--- config.mk ---
export PLATFORM = sky130hd
export DESIGN_NAME = cp0_exc_unit
export DESIGN_NICKNAME = d
export VERILOG_FILES = /design/src/rtl/cp0_pkg.sv /design/src/rtl/cp0_status_reg.sv /design/src/rtl/cp0_cause_epc.sv /design/src/rtl/cp0_vector_sel.sv /design/src/rtl/cp0_exc_unit.sv
export SDC_FILE = /design/constraint.sdc
export NUM_CORES = 1
export LEC_CHECK = 0
export ABC_AREA = 1
export CAP_MARGIN = 20
export CORE_MARGIN = 10
export CORE_UTILIZATION = 55
export CTS_CLUSTER_DIAMETER = 30
export DETAILED_ROUTE_END_ITERATION = 16
export DONT_BUFFER_PORTS = 1
export PLACE_DENSITY = 0.7
export SYNTH_ARGS = -nofsm -noshare
export SYNTH_HDL_FRONTEND = slang
export SYNTH_HIERARCHICAL = 1
export SYNTH_SLANG_ARGS = --single-unit
--- constraint.sdc ---
create_clock -name clk -period 2.4 [get_ports clk]
set_clock_uncertainty 0.2 [all_clocks]
set_input_delay 0.48 -clock clk [delete_from_list [all_inputs] [get_ports clk]]
set_output_delay 0.48 -clock clk [all_outputs]
set_load 0.005 [all_outputs]
--- src/rtl/cp0_pkg.sv ---
package cp0_pkg;
    localparam int XLEN      = 32;
    localparam int CODE_W    = 5;
    localparam int CODE_LSB  = 2;
    localparam int BD_BIT    = 31;
    localparam int BEV_BIT   = 22;
    localparam int TS_BIT    = 21;
    localparam int STACK_W   = 6;

    typedef enum logic [1:0] {
        SEL_STATUS = 2'd0,
        SEL_CAUSE  = 2'd1,
        SEL_EPC    = 2'd2,
        SEL_NONE   = 2'd3
    } cp0_sel_e;
endpackage

--- src/rtl/cp0_status_reg.sv ---
module cp0_status_reg
    import cp0_pkg::*;
#(
    parameter int W = XLEN
) (
    input  logic         clk,
    input  logic         rst_n,
    input  logic         exc_take,
    input  logic         rfe_take,
    input  logic         wr_en,
    input  logic [W-1:0] wr_data,
    output logic [W-1:0] status_q
);
    localparam logic [W-1:0] RESET_VAL = (W'(1) << BEV_BIT) | (W'(1) << TS_BIT);

    typedef struct packed {
        logic [W-1:0] status;
    } st_t;

    st_t cur_q, nxt_d;

    always_comb begin
        nxt_d = cur_q;
        if (exc_take) begin
            nxt_d.status = {cur_q.status[W-1:STACK_W], cur_q.status[3:0], 2'b00};
        end else if (rfe_take) begin
            nxt_d.status = {cur_q.status[W-1:4], cur_q.status[5:2]};
        end else if (wr_en) begin
            nxt_d.status = wr_data;
        end
    end

    always_ff @(posedge clk) begin
        if (!rst_n) cur_q.status <= RESET_VAL;
        else        cur_q <= nxt_d;
    end

    assign status_q = cur_q.status;

    assert_entry_push_R5: assert property (@(posedge clk) disable iff (!rst_n)
        exc_take |=> (status_q[5:0] == {$past(status_q[3:0]), 2'b00})
                  && (status_q[W-1:6] == $past(status_q[W-1:6])));

    assert_return_pop_R6: assert property (@(posedge clk) disable iff (!rst_n)
        (rfe_take && !exc_take) |=> (status_q[3:0] == $past(status_q[5:2]))
                                 && (status_q[W-1:4] == $past(status_q[W-1:4])));
endmodule

--- src/rtl/cp0_cause_epc.sv ---
module cp0_cause_epc
    import cp0_pkg::*;
#(
    parameter int W  = XLEN,
    parameter int CW = CODE_W
) (
    input  logic          clk,
    input  logic          rst_n,
    input  logic          exc_take,
    input  logic [CW-1:0] exc_code,
    input  logic [W-1:0]  exc_pc,
    input  logic          exc_in_delay,
    input  logic          wr_cause,
    input  logic          wr_epc,
    input  logic [W-1:0]  wr_data,
    output logic [W-1:0]  cause_q,
    output logic [W-1:0]  epc_q
);
    localparam logic [W-1:0] CLR_MASK = (W'(1) << BD_BIT) | W'(8'hFF);

    typedef struct packed {
        logic [W-1:0] cause;
        logic [W-1:0] epc;
    } ce_t;

    ce_t cur_q, nxt_d;

    always_comb begin
        nxt_d = cur_q;
        if (exc_take) begin
            nxt_d.epc   = exc_in_delay ? (exc_pc - W'(4)) : exc_pc;
            nxt_d.cause = (cur_q.cause & ~CLR_MASK)
                        | (W'(exc_code) << CODE_LSB)
                        | (W'(exc_in_delay) << BD_BIT);
        end else begin
            if (wr_cause) nxt_d.cause = wr_data;
            if (wr_epc)   nxt_d.epc   = wr_data;
        end
    end

    always_ff @(posedge clk) begin
        if (!rst_n) cur_q <= '0;
        else        cur_q <= nxt_d;
    end

    assign cause_q = cur_q.cause;
    assign epc_q   = cur_q.epc;

    assert_epc_plain_R2: assert property (@(posedge clk) disable iff (!rst_n)
        (exc_take && !exc_in_delay) |=> epc_q == $past(exc_pc));

    assert_epc_delay_R3: assert property (@(posedge clk) disable iff (!rst_n)
        (exc_take && exc_in_delay) |=> (epc_q == $past(exc_pc) - W'(4)) && cause_q[BD_BIT]);

    assert_cause_code_R4: assert property (@(posedge clk) disable iff (!rst_n)
        exc_take |=> (cause_q[CODE_LSB+CW-1:CODE_LSB] == $past(exc_code))
                  && (cause_q[1:0] == 2'b00) && !cause_q[7]
                  && (cause_q[30:8] == $past(cause_q[30:8])));
endmodule

--- src/rtl/cp0_vector_sel.sv ---
module cp0_vector_sel
    import cp0_pkg::*;
#(
    parameter int           W        = XLEN,
    parameter logic [W-1:0] BOOT_VEC = 32'hBFC0_0180,
    parameter logic [W-1:0] NORM_VEC = 32'h8000_0080
) (
    input  logic [W-1:0] status,
    output logic [W-1:0] vector
);
    always_comb begin
        vector = status[BEV_BIT] ? BOOT_VEC : NORM_VEC;
    end
endmodule

--- src/rtl/cp0_exc_unit.sv ---
module cp0_exc_unit
    import cp0_pkg::*;
#(
    parameter int              W        = XLEN,
    parameter int              CW       = CODE_W,
    parameter logic [W-1:0]    BOOT_VEC = 32'hBFC0_0180,
    parameter logic [W-1:0]    NORM_VEC = 32'h8000_0080
) (
    input  logic          clk,
    input  logic          rst_n,
    input  logic          exc_req,
    input  logic [CW-1:0] exc_code,
    input  logic [W-1:0]  exc_pc,
    input  logic          exc_in_delay,
    input  logic          rfe,
    input  logic          reg_we,
    input  logic [1:0]    reg_sel,
    input  logic [W-1:0]  reg_wdata,
    output logic [W-1:0]  reg_rdata,
    output logic [W-1:0]  status_o,
    output logic [W-1:0]  cause_o,
    output logic [W-1:0]  epc_o,
    output logic [W-1:0]  vector_o
);
    cp0_sel_e sel;
    logic     rfe_take, wr_status, wr_cause, wr_epc;

    always_comb begin
        sel       = cp0_sel_e'(reg_sel);
        rfe_take  = rfe && !exc_req;
        wr_status = reg_we && !exc_req && (sel == SEL_STATUS);
        wr_cause  = reg_we && !exc_req && (sel == SEL_CAUSE);
        wr_epc    = reg_we && !exc_req && (sel == SEL_EPC);
    end

    cp0_status_reg #(.W(W)) u_status (
        .clk      (clk),
        .rst_n    (rst_n),
        .exc_take (exc_req),
        .rfe_take (rfe_take),
        .wr_en    (wr_status),
        .wr_data  (reg_wdata),
        .status_q (status_o)
    );

    cp0_cause_epc #(.W(W), .CW(CW)) u_cause_epc (
        .clk          (clk),
        .rst_n        (rst_n),
        .exc_take     (exc_req),
        .exc_code     (exc_code),
        .exc_pc       (exc_pc),
        .exc_in_delay (exc_in_delay),
        .wr_cause     (wr_cause),
        .wr_epc       (wr_epc),
        .wr_data      (reg_wdata),
        .cause_q      (cause_o),
        .epc_q        (epc_o)
    );

    cp0_vector_sel #(.W(W), .BOOT_VEC(BOOT_VEC), .NORM_VEC(NORM_VEC)) u_vec (
        .status (status_o),
        .vector (vector_o)
    );

    always_comb begin
        unique case (sel)
            SEL_STATUS: reg_rdata = status_o;
            SEL_CAUSE:  reg_rdata = cause_o;
            SEL_EPC:    reg_rdata = epc_o;
            default:    reg_rdata = '0;
        endcase
    end

    assert_vector_boot_R7: assert property (@(posedge clk) disable iff (!rst_n)
        status_o[BEV_BIT] |-> vector_o == BOOT_VEC);

    assert_epc_write_R8: assert property (@(posedge clk) disable iff (!rst_n)
        (reg_we && !exc_req && reg_sel == 2'd2) |=> epc_o == $past(reg_wdata));

    assert_exc_blocks_write_R9: assert property (@(posedge clk) disable iff (!rst_n)
        (exc_req && reg_we && reg_sel == 2'd1) |=> cause_o[6:2] == $past(exc_code));

    assert_none_sel_R8: assert property (@(posedge clk) disable iff (!rst_n)
        (reg_we && reg_sel == 2'd3 && !exc_req && !rfe) |=>
            $stable(status_o) && $stable(cause_o) && $stable(epc_o));
endmodule

==> results_dict.tcl <==
set metrics [dict create \
    synth_top_cell_by_area "dfxtp_1" \
    crit_path_end_kind "output pin" \
    required_ns 1.72 \
    critPathTopFamily "buffers and inverters" \
    drv_cap 0 \
    crit_top_cell "nand3_1" \
    drt_first_pass_iters 6 \
    finalHoldViolCount 0 \
    num_rows 37 \
    holdPathStages 2 \
    final_layout_size_suffix_gt1_share_pct 9.02 \
    cp_slowest_stage_delay_ns 0.28 \
    dp_hpwl_um 15900 \
    gr-total-overflow 0 \
    critPathSlowestCell "buf_4" \
    grt_pass1_vias 5345 \
    critPathLaunchType "primary input" \
    worstSetupPathType "primary input to output pin" \
    hold_path_startpoint "rst_n" \
    dp.cells 983 \
    area_delta_synth_final_pct 1.13 \
    die_h_um 123 \
    ir_drop_mv 0.273 \
    setup_viol 0 \
    drt_iter0_markers 648 \
    min_period_ns 1.88 \
    fin_setup_tns_ns 0 \
    fin_cells 1001 \
    slew_viol_final 0 \
    htree_levels 3 \
    yosys-top-cells-area "dfxtp_1, nand3_1, nand2_1" \
    synth_top_area_share_pct 32.8 \
    ant_nets 0 \
    hold_path_end "u_cause_epc/cause_q[6]" \
    tightest_slew_ns 0.750 \
    cts_buffers 9 \
    synth_warnings 6 \
    num_io_pins 237 \
    grt_pass1_wl_um 31900 \
    clk_latency_ns 0.37 \
    clock-sinks 96 \
    worst-path-buf-inv 2 \
    clk_pin_slew_worst_paths_ns 0.09 \
    synth_cell_types 45 \
    fin_crit_sh_pct 78.5 \
    track_usage_pct 26.6 \
    synth_cells 890 \
    netlist_area_sq_mm 0.00587 \
    postCtsSetupBuffers 0 \
    hold_class "primary input to register" \
    port_buffers 0 \
    cp_cell_sequence "inv_4 -> buf_4 -> nand3_1 -> nand3_1" \
    r2r_slack_ns 1.16 \
    status "complete, no violations" \
    fmax_mhz 531 \
    antenna_found_initial 0 \
    die-area_sq_mm 0.0152 \
    ys_ff_latch 96 \
    syn_area_per_cell_sq_um 6.59 \
    finalNetCount 938 \
    drc 0 \
    crit_fanout 36 \
    core_sq_mm 0.0104 \
    finalPower_mw 3.31 \
    synth-seq-area-share_pct 32.8 \
    powerDensity_mw_per_mm2 558 \
    r2r_cells 3 \
    cts_tree "yes" \
    p_leak_nw 2.56 \
    gp_congestion 0.947 \
    cts_buffer_depth 2 \
    initial_utilization_pct 56.6 \
    rsz0062_at_grt "false" \
    worstReg2RegStart "u_cause_epc/epc_q[7]" \
    wire_per_inst_um 21.3 \
    root_buffer "clkbuf_8" \
    num_antenna_cells 0 \
    arrival_ns 1.20 \
    grt_max_degree 67 \
    vias 5821 \
    avgViaCountPerCell 5.82 \
    wirelength_um 21300 \
    die_w_um 123 \
    reg2reg_to "u_cause_epc/epc_q[7]" \
    slew_headroom_pct 49.8 \
]
## cell usage in the layout, fill, tap and decap left out, drive strengths merged, types with 4 or more instances in the layout
cell type / Yosys / routed
a21oi: 31 / 31
inv: 80 / 81
a22o: 5 / 5
nand2: 165 / 165
conb: 2 / 23
nand3: 141 / 141
nor3: 13 / 13
nor2: 153 / 153
clkbuf: 13 / 11
clkinv: 3 / 5
nand4: 7 / 7
a31oi: 7 / 7
o21ai: 83 / 83
a22oi: 6 / 6
o211ai: 4 / 4
buf: 65 / 14
dfxtp: 96 / 96
## per-stage QoR
step | setup WS [ns] | utilization, % | hold slack [ns] | cell area (sq um)
after global placement | 0.307 | 54.9 | 0.307 | 5690
after CTS | 0.528 | 57.2 | 0.00135 | 5930
after floorplan | 0.364 | - | 0.274 | 5950
after detailed placement | 0.224 | 54.9 | 0.308 | 5690
after global routing | 0.403 | 57.2 | 0.0103 | 5930
final | 0.515 | 57.2 | 0.0290 | 5930
## kinds of logic (layout without fill, tap and decap cells)
group	count (synthesis)	in the layout	share of synthesized area [%]
compound gates	144	144	13.8
xor+xnor	3	3	0.448
fa+ha+maj	1	1	0.213
buf+inv	161	115	14.7
flops	96	96	32.8
other cells	2	23	0.128
simple gates	483	483	38.0
## worst reg2reg max path: cells and delay by family, from the launching register on
kind | cells | cell delay [ns]
flops | 1 | 0.52
compound gates | 2 | 0.44
buf+inv | 1 | 0.04
## sequential cells by signal, summed over array words and instances (netlist names)
signal,flops
u_cause_epc/cause_q,32
u_cause_epc/epc_q,32
u_status/status_q,32
## where the power goes
part / internal [mW] / switching [mW]
combinational: 0.130 / 0.252
clock: 0.617 / 0.576
sequential: 1.66 / 0.0802
## worst max-delay path by stage
stage                          from               endpoint  slack (ns)  cells after the start
3_3_place_gp              exc_pc[3]  u_cause_epc/epc_q[16]        0.31                     11
4_1_cts        u_cause_epc/epc_q[7]           reg_rdata[7]        0.53                      2
5_1_grt                   exc_pc[3]  u_cause_epc/epc_q[16]        0.40                     11
2_1_floorplan            reg_sel[1]   u_cause_epc/epc_q[8]        0.36                     10
6_report                 reg_sel[0]          reg_rdata[24]        0.52                      4
3_5_place_dp              exc_pc[3]  u_cause_epc/epc_q[16]        0.22                     11
## Yosys cell counts, drive strengths merged
cell type  number
buf            65
o211ai          4
nor2          153
a21oi          31
conb            2
a31o            1
and2            2
xnor2           2
o221a           1
o221ai          2
a22oi           6
clkbuf         13
o21bai          1
a22o            5
nand3b          2
o21ai          83
inv            80
nand3         141
nand2         165
ha              1
nand4           7
a21o            1
nor3           13
xor2            1
clkinv          3
a31oi           7
dfxtp          96
a21boi          2
## timing repair
action / CTS / global route
hold endpoints to repair: 5 / 0
hold buffers: 2 / 0
gates resized for setup: 0 / 0
## final cells by class
| class | count | area, sq um |
|---|---|---|
| multi-input combinational | 654 | 3170 |
| sequential | 96 | 1920 |
| clock inverter | 5 | 78.8 |
| tap | 136 | 170 |
| clock buffer | 11 | 141 |
| timing repair buffer | 16 | 125 |
| fill | 1082 | 4440 |
| inverter | 83 | 322 |
## routing by layer
metal	routed length (um)	GRT usage, %	up-vias
met1	8280	32.1	2695
met5	0	0	-
met4	314	7.28	0
met2	9780	43.1	306
li1	-	-	2793
met3	2920	10.7	27
Power figures use the tool's default switching activity.
